`config.mk`:
```
export PLATFORM = sky130hd
export DESIGN_NAME = gpio_evt_ctrl
export DESIGN_NICKNAME = d
export VERILOG_FILES = /design/src/rtl/gpio_evt_pkg.sv /design/src/rtl/gpio_evt_pad.sv /design/src/rtl/gpio_evt_group.sv /design/src/rtl/gpio_evt_ctrl.sv
export SDC_FILE = /design/constraint.sdc
export NUM_CORES = 1
export LEC_CHECK = 0
export ABC_AREA = 1
export BUFFER_PORTS_ARGS = -buffer_cell sky130_fd_sc_hd__buf_2
export CORE_ASPECT_RATIO = 0.8
export CORE_MARGIN = 8
export CORE_UTILIZATION = 40
export CTS_CLUSTER_DIAMETER = 120
export DETAILED_ROUTE_END_ITERATION = 8
export PLACE_DENSITY_LB_ADDON = 0.2
export SKIP_LAST_GASP = 1
export SLEW_MARGIN = 20
export SYNTH_ARGS = -nofsm -noshare
export SYNTH_HDL_FRONTEND = slang
export SYNTH_HIERARCHICAL = 1
export SYNTH_SLANG_ARGS = --single-unit
```
`constraint.sdc`:
```
create_clock -name clk -period 4.3 [get_ports clk]
set_input_delay 0.215 -clock clk [delete_from_list [all_inputs] [get_ports clk]]
set_output_delay 0.215 -clock clk [all_outputs]
set_load 0.005 [all_outputs]
```
`src/rtl/gpio_evt_pkg.sv`:
```
package gpio_evt_pkg;

    localparam int unsigned B_TX     = 0;
    localparam int unsigned B_RX     = 1;
    localparam int unsigned B_TXDIS  = 8;
    localparam int unsigned B_RXDIS  = 9;
    localparam int unsigned B_MODE   = 10;
    localparam int unsigned B_NMI    = 17;
    localparam int unsigned B_SMI    = 18;
    localparam int unsigned B_SCI    = 19;
    localparam int unsigned B_IOAPIC = 20;
    localparam int unsigned B_INV    = 23;
    localparam int unsigned B_EVT    = 25;

    typedef enum logic [1:0] {
        EVT_LEVEL = 2'd0,
        EVT_EDGE  = 2'd1,
        EVT_OFF   = 2'd2,
        EVT_BOTH  = 2'd3
    } evt_mode_e;

    typedef struct packed {
        evt_mode_e  evt_mode;
        logic       rx_inv;
        logic       route_ioapic;
        logic       route_sci;
        logic       route_smi;
        logic       route_nmi;
        logic [3:0] pad_mode;
        logic       rx_dis;
        logic       tx_dis;
        logic       tx_val;
    } pad_cfg_t;

    typedef enum logic [2:0] {
        SEL_NONE,
        SEL_OWN,
        SEL_ISTS,
        SEL_IEN,
        SEL_WSTS,
        SEL_WEN,
        SEL_CFG0,
        SEL_CFG1
    } reg_sel_e;

    localparam pad_cfg_t CFG_RESET = '{
        evt_mode:     EVT_OFF,
        rx_inv:       1'b0,
        route_ioapic: 1'b0,
        route_sci:    1'b0,
        route_smi:    1'b0,
        route_nmi:    1'b0,
        pad_mode:     4'd0,
        rx_dis:       1'b0,
        tx_dis:       1'b1,
        tx_val:       1'b0
    };

    function automatic pad_cfg_t cfg_unpack(input logic [31:0] w);
        pad_cfg_t c;
        c.tx_val       = w[B_TX];
        c.tx_dis       = w[B_TXDIS];
        c.rx_dis       = w[B_RXDIS];
        c.pad_mode     = w[B_MODE +: 4];
        c.route_nmi    = w[B_NMI];
        c.route_smi    = w[B_SMI];
        c.route_sci    = w[B_SCI];
        c.route_ioapic = w[B_IOAPIC];
        c.rx_inv       = w[B_INV];
        c.evt_mode     = evt_mode_e'(w[B_EVT +: 2]);
        return c;
    endfunction

    function automatic logic [31:0] cfg_pack(input pad_cfg_t c, input logic rx);
        logic [31:0] w;
        w              = '0;
        w[B_TX]        = c.tx_val;
        w[B_RX]        = rx;
        w[B_TXDIS]     = c.tx_dis;
        w[B_RXDIS]     = c.rx_dis;
        w[B_MODE +: 4] = c.pad_mode;
        w[B_NMI]       = c.route_nmi;
        w[B_SMI]       = c.route_smi;
        w[B_SCI]       = c.route_sci;
        w[B_IOAPIC]    = c.route_ioapic;
        w[B_INV]       = c.rx_inv;
        w[B_EVT +: 2]  = c.evt_mode;
        return w;
    endfunction

    function automatic logic pad_drives(input pad_cfg_t c);
        return (c.pad_mode == 4'd0) && !c.tx_dis;
    endfunction

    function automatic logic detect(input evt_mode_e m, input logic cur, input logic prev);
        logic hit;
        case (m)
            EVT_LEVEL: hit = cur;
            EVT_EDGE:  hit = cur & ~prev;
            EVT_BOTH:  hit = cur ^ prev;
            default:   hit = 1'b0;
        endcase
        return hit;
    endfunction

endpackage

```
`src/rtl/gpio_evt_pad.sv`:
```
module gpio_evt_pad
    import gpio_evt_pkg::*;
#(
    parameter int unsigned SYNC_STAGES = 2
) (
    input  logic        clk,
    input  logic        rst,
    input  logic        cfg_we,
    input  logic [31:0] cfg_wdata,
    input  logic        pad_in,
    output pad_cfg_t    cfg_q,
    output logic        rx_val,
    output logic        evt
);

    logic [SYNC_STAGES-1:0] sync_q;
    logic                   prev_q;
    logic                   cur;

    always_ff @(posedge clk) begin
        if (rst) begin
            sync_q <= '0;
        end else begin
            sync_q <= {sync_q[SYNC_STAGES-2:0], pad_in};
        end
    end

    always_ff @(posedge clk) begin
        if (rst) begin
            cfg_q <= CFG_RESET;
        end else if (cfg_we) begin
            cfg_q <= cfg_unpack(cfg_wdata);
        end
    end

    assign rx_val = sync_q[SYNC_STAGES-1] & ~cfg_q.rx_dis;
    assign cur    = ~cfg_q.rx_dis & (sync_q[SYNC_STAGES-1] ^ cfg_q.rx_inv);

    always_ff @(posedge clk) begin
        if (rst) begin
            prev_q <= 1'b0;
        end else begin
            prev_q <= cur;
        end
    end

    assign evt = ~cfg_q.rx_dis & detect(cfg_q.evt_mode, cur, prev_q);

    // a single-edge pad cannot report two events in back-to-back cycles
    a_r4_edge_once: assert property (@(posedge clk) disable iff (rst)
        (evt && cfg_q.evt_mode == EVT_EDGE && !cfg_we) |=> !evt);

endmodule

```
`src/rtl/gpio_evt_group.sv`:
```
module gpio_evt_group #(
    parameter int unsigned GROUP_SIZE = 16,
    parameter int unsigned VALID_PADS = 16
) (
    input  logic                  clk,
    input  logic                  rst,
    input  logic [GROUP_SIZE-1:0] evt,
    input  logic [GROUP_SIZE-1:0] sci,
    input  logic                  wr_own,
    input  logic                  wr_ists,
    input  logic                  wr_ien,
    input  logic                  wr_wsts,
    input  logic                  wr_wen,
    input  logic [GROUP_SIZE-1:0] wdata,
    output logic [GROUP_SIZE-1:0] own_q,
    output logic [GROUP_SIZE-1:0] ists_q,
    output logic [GROUP_SIZE-1:0] ien_q,
    output logic [GROUP_SIZE-1:0] wsts_q,
    output logic [GROUP_SIZE-1:0] wen_q,
    output logic                  irq_hit,
    output logic                  wake_hit
);

    localparam logic [GROUP_SIZE-1:0] VALID =
        GROUP_SIZE'((33'(1) << VALID_PADS) - 33'(1));

    logic [GROUP_SIZE-1:0] hit;
    logic [GROUP_SIZE-1:0] ists_clr;
    logic [GROUP_SIZE-1:0] wsts_clr;

    assign hit      = evt & own_q & VALID;
    assign ists_clr = wr_ists ? wdata : '0;
    assign wsts_clr = wr_wsts ? wdata : '0;

    always_ff @(posedge clk) begin
        if (rst) begin
            own_q  <= VALID;
            ists_q <= '0;
            ien_q  <= '0;
            wsts_q <= '0;
            wen_q  <= '0;
        end else begin
            ists_q <= (ists_q & ~ists_clr) | hit;
            wsts_q <= (wsts_q & ~wsts_clr) | hit;
            if (wr_own) own_q <= wdata & VALID;
            if (wr_ien) ien_q <= wdata & VALID;
            if (wr_wen) wen_q <= wdata & VALID;
        end
    end

    assign irq_hit  = |(ists_q & ien_q);
    assign wake_hit = |(wsts_q & wen_q & ~sci);

    // an all-ones clear with no event in flight empties the status word
    a_r7_clear_group: assert property (@(posedge clk) disable iff (rst)
        (wr_ists && wdata == '1 && evt == '0) |=> ists_q == '0);

    // with no owned pad and no clear, interrupt status cannot move
    a_r9_unowned_frozen: assert property (@(posedge clk) disable iff (rst)
        (own_q == '0 && !wr_ists) |=> $stable(ists_q));

    // wake status of an unowned group likewise cannot move
    a_r10_wake_owned: assert property (@(posedge clk) disable iff (rst)
        (own_q == '0 && !wr_wsts) |=> $stable(wsts_q));

endmodule

```
`src/rtl/gpio_evt_ctrl.sv`:
```
module gpio_evt_ctrl
    import gpio_evt_pkg::*;
#(
    parameter int unsigned NUM_PADS    = 20,
    parameter int unsigned GROUP_SIZE  = 16,
    parameter int unsigned ADDR_W      = 12,
    parameter int unsigned SYNC_STAGES = 2
) (
    input  logic                clk,
    input  logic                rst,
    input  logic [ADDR_W-1:0]   bus_addr,
    input  logic                bus_we,
    input  logic                bus_re,
    input  logic [31:0]         bus_wdata,
    output logic [31:0]         bus_rdata,
    input  logic [NUM_PADS-1:0] pad_in,
    output logic [NUM_PADS-1:0] pad_out,
    output logic [NUM_PADS-1:0] pad_oe,
    output logic                irq_out,
    output logic                wake_out
);

    localparam int unsigned NUM_GROUPS = (NUM_PADS + GROUP_SIZE - 1) / GROUP_SIZE;
    localparam int unsigned PAD_SPAN   = NUM_GROUPS * GROUP_SIZE;
    localparam int unsigned PIDX_W     = (NUM_PADS > 1) ? $clog2(NUM_PADS) : 1;
    localparam int unsigned GIDX_W     = (NUM_GROUPS > 1) ? $clog2(NUM_GROUPS) : 1;
    localparam int unsigned WIN_W      = ADDR_W - 5;
    localparam logic [ADDR_W-1:0] CFG_BASE = ADDR_W'(12'h400);
    localparam logic [ADDR_W-1:0] CFG_END  = ADDR_W'(12'h400 + 8 * NUM_PADS);

    // decode
    reg_sel_e          sel;
    logic [PIDX_W-1:0] pad_sel;
    logic [GIDX_W-1:0] grp_sel;

    always_comb begin
        sel     = SEL_NONE;
        pad_sel = PIDX_W'((bus_addr - CFG_BASE) >> 3);
        grp_sel = GIDX_W'(bus_addr[4:2]);
        if (bus_addr[1:0] == 2'b00) begin
            if (bus_addr >= CFG_BASE && bus_addr < CFG_END) begin
                sel = bus_addr[2] ? SEL_CFG1 : SEL_CFG0;
            end else if ({1'b0, bus_addr[4:2]} < 4'(NUM_GROUPS)) begin
                case (bus_addr[ADDR_W-1:5])
                    WIN_W'(6):  sel = SEL_OWN;
                    WIN_W'(8):  sel = SEL_ISTS;
                    WIN_W'(9):  sel = SEL_IEN;
                    WIN_W'(10): sel = SEL_WSTS;
                    WIN_W'(11): sel = SEL_WEN;
                    default:    sel = SEL_NONE;
                endcase
            end
        end
    end

    // pads
    pad_cfg_t              cfg_arr [NUM_PADS];
    logic [NUM_PADS-1:0]   rx_arr;
    logic [NUM_PADS-1:0]   evt_arr;
    logic [PAD_SPAN-1:0]   evt_all;
    logic [PAD_SPAN-1:0]   sci_all;

    for (genvar p = 0; p < NUM_PADS; p++) begin : g_pad
        gpio_evt_pad #(.SYNC_STAGES(SYNC_STAGES)) u_pad (
            .clk       (clk),
            .rst       (rst),
            .cfg_we    (bus_we && sel == SEL_CFG0 && pad_sel == PIDX_W'(p)),
            .cfg_wdata (bus_wdata),
            .pad_in    (pad_in[p]),
            .cfg_q     (cfg_arr[p]),
            .rx_val    (rx_arr[p]),
            .evt       (evt_arr[p])
        );
        assign pad_out[p] = cfg_arr[p].tx_val;
        assign pad_oe[p]  = pad_drives(cfg_arr[p]);
    end

    for (genvar s = 0; s < PAD_SPAN; s++) begin : g_span
        if (s < NUM_PADS) begin : g_real
            assign evt_all[s] = evt_arr[s];
            assign sci_all[s] = cfg_arr[s].route_sci;
        end else begin : g_fill
            assign evt_all[s] = 1'b0;
            assign sci_all[s] = 1'b0;
        end
    end

    // groups
    logic [GROUP_SIZE-1:0] own_w  [NUM_GROUPS];
    logic [GROUP_SIZE-1:0] ists_w [NUM_GROUPS];
    logic [GROUP_SIZE-1:0] ien_w  [NUM_GROUPS];
    logic [GROUP_SIZE-1:0] wsts_w [NUM_GROUPS];
    logic [GROUP_SIZE-1:0] wen_w  [NUM_GROUPS];
    logic [NUM_GROUPS-1:0] irq_hits;
    logic [NUM_GROUPS-1:0] wake_hits;

    for (genvar g = 0; g < NUM_GROUPS; g++) begin : g_grp
        localparam int unsigned LEFT = NUM_PADS - g * GROUP_SIZE;
        localparam int unsigned VPADS = (LEFT < GROUP_SIZE) ? LEFT : GROUP_SIZE;
        logic here;
        assign here = bus_we && grp_sel == GIDX_W'(g);

        gpio_evt_group #(.GROUP_SIZE(GROUP_SIZE), .VALID_PADS(VPADS)) u_grp (
            .clk      (clk),
            .rst      (rst),
            .evt      (evt_all[g*GROUP_SIZE +: GROUP_SIZE]),
            .sci      (sci_all[g*GROUP_SIZE +: GROUP_SIZE]),
            .wr_own   (here && sel == SEL_OWN),
            .wr_ists  (here && sel == SEL_ISTS),
            .wr_ien   (here && sel == SEL_IEN),
            .wr_wsts  (here && sel == SEL_WSTS),
            .wr_wen   (here && sel == SEL_WEN),
            .wdata    (bus_wdata[GROUP_SIZE-1:0]),
            .own_q    (own_w[g]),
            .ists_q   (ists_w[g]),
            .ien_q    (ien_w[g]),
            .wsts_q   (wsts_w[g]),
            .wen_q    (wen_w[g]),
            .irq_hit  (irq_hits[g]),
            .wake_hit (wake_hits[g])
        );
    end

    // read path
    logic [31:0] rd_mux;

    always_comb begin
        case (sel)
            SEL_CFG0: rd_mux = cfg_pack(cfg_arr[pad_sel], rx_arr[pad_sel]);
            SEL_OWN:  rd_mux = 32'(own_w[grp_sel]);
            SEL_ISTS: rd_mux = 32'(ists_w[grp_sel]);
            SEL_IEN:  rd_mux = 32'(ien_w[grp_sel]);
            SEL_WSTS: rd_mux = 32'(wsts_w[grp_sel]);
            SEL_WEN:  rd_mux = 32'(wen_w[grp_sel]);
            default:  rd_mux = '0;
        endcase
    end

    always_ff @(posedge clk) begin
        if (rst) begin
            bus_rdata <= '0;
            irq_out   <= 1'b0;
            wake_out  <= 1'b0;
        end else begin
            if (bus_re) bus_rdata <= rd_mux;
            irq_out  <= |irq_hits;
            wake_out <= |wake_hits;
        end
    end

    // the first cycle out of reset shows quiet outputs and no driven pad
    a_r1_reset_quiet: assert property (@(posedge clk) disable iff (rst)
        $past(rst) |-> (!irq_out && !wake_out && pad_oe == '0));

endmodule

```
==> results of run 1 <==
[critical path: cells and delay by family]
kind,cells,cell delay [ps]
simple gates,9,1700
buf+inv,5,1060
compound gates,2,230
[synth_stat cells (3+ instances only)]
cell type	count	area share [%]
a211oi_1	5	0.16
a21oi_1	225	4.7
a21oi_2	7	0.26
a221oi_1	5	0.18
a22oi_1	17	0.53
and2_0	5	0.13
buf_1	11	0.17
buf_2	31	0.65
buf_4	70	2.2
buf_6	49	2.3
clkbuf_1	45	0.71
dfxtp_1	489	41
ha_1	20	1.0
inv_1	308	4.8
inv_2	48	0.75
mux2i_1	10	0.42
nand2_1	871	14
nand2_2	9	0.24
nand2_4	3	0.14
nand3_1	119	2.5
nand4_1	56	1.5
nor2_1	674	11
nor2_4	3	0.14
nor3_1	45	0.94
nor3b_1	3	0.094
o211ai_1	16	0.50
o21ai_0	331	6.9
o21ai_1	27	0.57
o21ai_2	4	0.15
o22ai_1	55	1.4
[repair_timing]
action / CTS / global route
gates resized for setup: 0 / 0
endpoints found under the hold margin: 61 / 0
hold buffers: 29 / 0
[per-layer routing]
metal | routed length, microns | share of wire (%)
met3 | 7560 | 9.0
met5 | 29 | 0.035
met1 | 40000 | 48
met4 | 2710 | 3.2
met2 | 33300 | 40
[layout make-up]
| type | instances | share of cell area (%) |
|---|---|---|
| Clock inverter | 23 | 1.30 |
| Antenna cell | 1 | 0.00937 |
| Clock buffer | 76 | 5.70 |
| Timing Repair Buffer | 205 | 4.90 |
| Tap cell | 779 | 3.65 |
| Sequential cell | 489 | 36.6 |
| Multi-Input combinational cell | 2559 | 42.6 |
| Inverter | 362 | 5.15 |
[logic make-up after synthesis]
| kind of cell | synth area share, % |
|---|---|
| buf+inv | 12.0 |
| compound gates | 15.4 |
| mux | 0.419 |
| other cells | 0.0315 |
| simple gates | 30.1 |
| fa+ha+maj | 1.05 |
| flops | 41.0 |
[registers in the layout, summed over array words and instances (netlist names)]
name,count
g_grp.u_grp/wen_q,20
g_pad.u_pad/cfg_q,280
bus_rdata,23
g_grp.u_grp/ists_q,32
g_grp.u_grp/own_q,20
g_pad.u_pad/prev_q,20
g_grp.u_grp/ien_q,20
irq_out,1
g_pad.u_pad/sync_q,40
wake_out,1
g_grp.u_grp/wsts_q,32
[report_power, final]
| group | internal [mW] | leakage [nW] | total (mW) | switching, mW |
|---|---|---|---|---|
| clock | 2.95 | 0.918 | 4.93 | 1.98 |
| combinational | 0.167 | 7.67 | 0.676 | 0.509 |
| sequential | 4.55 | 3.95 | 4.56 | 0.00885 |
[worst max path at each step]
stage                      startpoint                                endpoint  cells past startpoint
final                     bus_addr[7]   g_pad[8].u_pad/cfg_q[11]$_SDFFE_PP0P_                     16
after CTS                 bus_addr[8]   g_pad[8].u_pad/cfg_q[11]$_SDFFE_PP0P_                     16
after global placement    bus_addr[8]   g_pad[8].u_pad/cfg_q[11]$_SDFFE_PP0P_                     16
after global routing      bus_addr[8]  g_pad[10].u_pad/cfg_q[11]$_SDFFE_PP0P_                     16
after floorplan           bus_addr[3]   g_pad[0].u_pad/cfg_q[10]$_SDFFE_PP0P_                     16
after detailed placement  bus_addr[8]   g_pad[8].u_pad/cfg_q[11]$_SDFFE_PP0P_                     16
[stage by stage]
| stage | cells | hold slack, ps | instance area (sq um) | utilization, % |
|---|---|---|---|---|
| floorplan | 3620 | 286 | 24000 | - |
| global placement | 4365 | 390 | 24500 | 41.4 |
| detailed placement | 4365 | 392 | 24500 | 41.4 |
| CTS | 4493 | 34.1 | 26700 | 45.0 |
| global route | 4494 | 93.8 | 26700 | 45.0 |
| finish | 4494 | 84.4 | 26700 | 45.0 |
==> flow_summary.ini, run 1 <==
[grt]
grt_util_met2_pct = 33.8
grt_pass1_vias = 20900
busiest_layer = met1
grt_util_met1_pct = 35.6
grt_start_max_net_pins = 82
track_usage_pct = 24.1
grt-ovfl-total = 0
antenna_found_initial = 3
grt_pass1_wl_microns = 127000
grt_util_met3_pct = 5.27

[sta]
finalWorstSetupSlack_ps = 1590
min_period_ps = 2710
post-route-period-util_pct = 63.0
fin_setup_tns_ps = 0
skew_ps = 28.4
max_freq_mhz = 369
slew_violations = 0
hold_violations = 0
rsz0062_at_grt = false
slew_headroom_pct = 33.7
setup_viol = 0
tightestPinTransition_ps = 994

[floorplan]
num_rows = 80
die_w_microns = 289
coreArea_sq_um = 59400
die_area_sq_um = 67800
start_util_pct = 40.2
num_io_pins = 142
die_h_microns = 235

[routing]
drc = 0
vias = 23100
dr.first_iter.drc_count = 2123
wirelength_microns = 83600
avgViaCountPerCell = 5.14
drt-pass1-iter-count = 5
wl_per_cell_microns = 18.6
antenna_left = 0

[power]
p_total_mw = 10.2
ir_drop_v = 0.000287
p_leak_nw = 12.5
powerDensity_nw_per_um2 = 381

[synth]
synth.distinct_cells = 41
synthFlopType = dfxtp_1
syn_avg_cell_area_sq_um = 6.67
synth-seq-cells = 489
syn_inst = 3577
synth_enable_flop_cells = 0
syn_area_sq_um = 23900
synth_async_sr_flop_share_pct = 0
ys_warn_count = 6
yosysSeqAreaShare_pct = 41.0

[outcome]
outcome = complete, no violations

[setup_path]
ff2ff_path_depth = 10
crit_arrival_ps = 3210
worstSetupStartpointType = primary input
critPathMaxFanout = 24
r2r_start = g_pad[5].u_pad/cfg_q[11]$_SDFFE_PP0P_
crit_chain = buf_2, inv_2, nand2_1, nor2_1, nand2_2, nand2_2, nand2_4, nor2_4, nand3_1, inv_1, nand3_1, nor2_1, buf_4, inv_2, o21ai_0, a21oi_1
worst_ep_required_time_ps = 4810
rrSetupSlack_ps = 2300
crit_path_max_incr_delay_ps = 350
worstSetupEndpointType = flop
r2r-end = g_grp[0].u_grp/wsts_q[5]$_SDFF_PP0_
crit_type = primary input to flop
slowest_stage = nor2_4

[min_path]
holdPathStages = 4
holdPathEnd = bus_rdata[25]$_SDFFE_PP0P_
hp-class = primary input to flop
hp-start = bus_addr[7]

[cts]
cts_setup_buffers = 0
numCtsBuffers = 53
path_clk_slew_ps = 60
clock_sinks = 489
cts-root-buf = clkbuf_16
ctsLongestPathBuffers = 3
tritoncts = yes
clk-insertion-delay-late_ps = 630
htreeDepth = 2

[final_layout]
drive_gt1_share_pct = 9.40
seqCellArea_sq_um = 9790
final_cell_mix = nand2_1 (871), nor2_1 (671), dfxtp_1 (489), o21ai_0 (331), inv_1 (307)
multi_input_area_sq_um = 11400
fillers = 6223
final_common_cell = nand2_1
final_nets = 3758
syn2layout_area_growth_pct = 11.9

[place]
dp_slack_ps = 1020
port-buffer-count = 123
hpwl_microns = 56900
gp_congestion = 0.937

[run]
maxCapViolations = 0
Note: power is estimated with default switching activity, not from simulation.
==> run 2, diff against run 1 <==
- clock period: 4.3 -> 2.8 ns (I/O delays scaled with it)
==> flow_summary.ini, run 2 (synthesized netlist as in run 1, its figures left out) <==
[setup_path]
crit_type = flop to primary output
worstSetupStartpointType = flop
crit_chain = nor3_1, nor3b_1, buf_2
slowest_stage = nor3b_1
critPathMaxFanout = 3
worstSetupEndpointType = primary output
worst_ep_required_time_ps = 2660
crit_path_max_incr_delay_ps = 460
crit_arrival_ps = 1950

[place]
hpwl_microns = 59300
port-buffer-count = 123
gp_congestion = 0.934

[grt]
antenna_found_initial = 3
grt_pass1_vias = 21200
grt-ovfl-total = 0
grt_start_max_net_pins = 82
grt_pass1_wl_microns = 128000
track_usage_pct = 24.3

[sta]
min_period_ps = 2090
skew_ps = 18.7
max_freq_mhz = 478
rsz0062_at_grt = false
slew_headroom_pct = 34.6
fin_setup_tns_ps = 0
setup_viol = 0
slew_violations = 0
tightestPinTransition_ps = 981
post-route-period-util_pct = 74.7
hold_violations = 0
holdWs_ps = 60.8

[final_layout]
antenna_cells = 0
final_common_cell = nand2_1
fillers = 6194
largest_reg_flops = 280
final_cell_mix = nand2_1 (871), nor2_1 (672), dfxtp_1 (489), o21ai_0 (331), inv_1 (308)
seqCellArea_sq_um = 9790
multi_input_area_sq_um = 11400
syn2layout_area_growth_pct = 13.8
final_nets = 3815
reg.largest.list = g_pad.u_pad/cfg_q x280, g_pad.u_pad/sync_q x40
final_util_pct = 45.8
top_register = g_pad.u_pad/cfg_q
drive_gt1_share_pct = 10.3

[floorplan]
die_area_sq_um = 67800
start_util_pct = 40.2
coreArea_sq_um = 59400
die_w_microns = 289
num_io_pins = 142
die_h_microns = 235
num_rows = 80

[cts]
tritoncts = yes
htreeDepth = 2
cts-root-buf = clkbuf_16
ctsHoldBuffers = 39
clock_sinks = 489
numCtsBuffers = 54
clk-insertion-delay-late_ps = 620
cts_setup_buffers = 0
path_clk_slew_ps = 60
cts-resized-gates = 0
ctsLongestPathBuffers = 3

[run]
maxCapViolations = 0

[routing]
drc = 0
wl_per_cell_microns = 18.6
avgViaCountPerCell = 5.12
vias = 23300
drt-pass1-iter-count = 6
wirelength_microns = 84400
antenna_left = 0
dr.first_iter.drc_count = 2442

[min_path]
hp-class = primary input to flop

[power]
switchingPower_mw = 3.81
p_seq_share_pct = 45.5
p_int_mw = 11.6
swShare_pct = 24.7
p_leak_nw = 12.8
powerDensity_nw_per_um2 = 567
clkPwrFrac_pct = 47.4
ir_drop_v = 0.000452
p_comb_share_pct = 7.1

[outcome]
outcome = complete, no violations
[run 2: cell types whose count changed in the layout (fill, tap and decap cells not counted), sizes merged]
cell / delta
clkbuf: +10
diode: -1
bufinv: -4
buf: +46
dlygate4sd3: +10
clkinv: -3
inv: -1
clkinvlp: -1
[run 2: layout make-up]
| cell class | instances | share of cell area, % |
|---|---|---|
| multi-input combinational | 2559 | 41.9 |
| clock buffer | 86 | 5.93 |
| clock inverter | 14 | 0.705 |
| sequential | 489 | 36.0 |
| inverter | 362 | 5.07 |
| tap | 779 | 3.59 |
| timing repair buffer | 261 | 6.74 |
[run 2: power groups by stage]
| stage | registers, mW | clock network (mW) | logic (mW) |
|---|---|---|---|
| after detailed placement | 7.16 | 0 | 1.02 |
| after global placement | 7.16 | 0 | 1.02 |
| final | 7.01 | 7.30 | 1.09 |
| after global routing | 7.01 | 7.71 | 1.18 |
| after CTS | 7.01 | 7.42 | 1.06 |
| after floorplan | 7.16 | 0 | 0.621 |
[run 2: final timing paths]
check / endpoint / start / depth (start not counted) / slack (ps)
min reg2reg: g_pad[2].u_pad/sync_q[1]$_SDFF_PP0_ / g_pad[2].u_pad/sync_q[0]$_SDFF_PP0_ / 2 / 400
max reg2reg: g_grp[0].u_grp/ists_q[0]$_SDFF_PP0_ / g_pad[0].u_pad/cfg_q[11]$_SDFFE_PP0P_ / 10 / 810
max: pad_oe[15] / g_pad[15].u_pad/cfg_q[4]$_SDFFE_PP0P_ / 3 / 710
min: g_pad[19].u_pad/cfg_q[7]$_SDFFE_PP0P_ / bus_wdata[17] / 3 / 60
[run 2: critical path: cells and delay by family (launching register included)]
| kind | cells | cell delay, ps |
|---|---|---|
| simple gates | 2 | 820 |
| flops | 1 | 330 |
| buf+inv | 1 | 200 |
[run 2: metal layers]
| layer | share of wire [%] | global-route usage, % |
|---|---|---|
| met2 | 40 | 34.4 |
| met3 | 9.5 | 4.91 |
| met4 | 2.7 | 7.02 |
| met5 | 0.019 | 0 |
| met1 | 48 | 36.5 |
[run 2: per-stage QoR]
stage                     power [mW]  cell area, sq um  instances  setup WS [ps]
final                           15.4             27200       4550            709
after global routing            15.9             27200       4550            592
after CTS                       15.5             27200       4550            780
after detailed placement        8.18             25000       4411            270
after global placement          8.18             25000       4411            306
after floorplan                 7.78             24000       3620            737
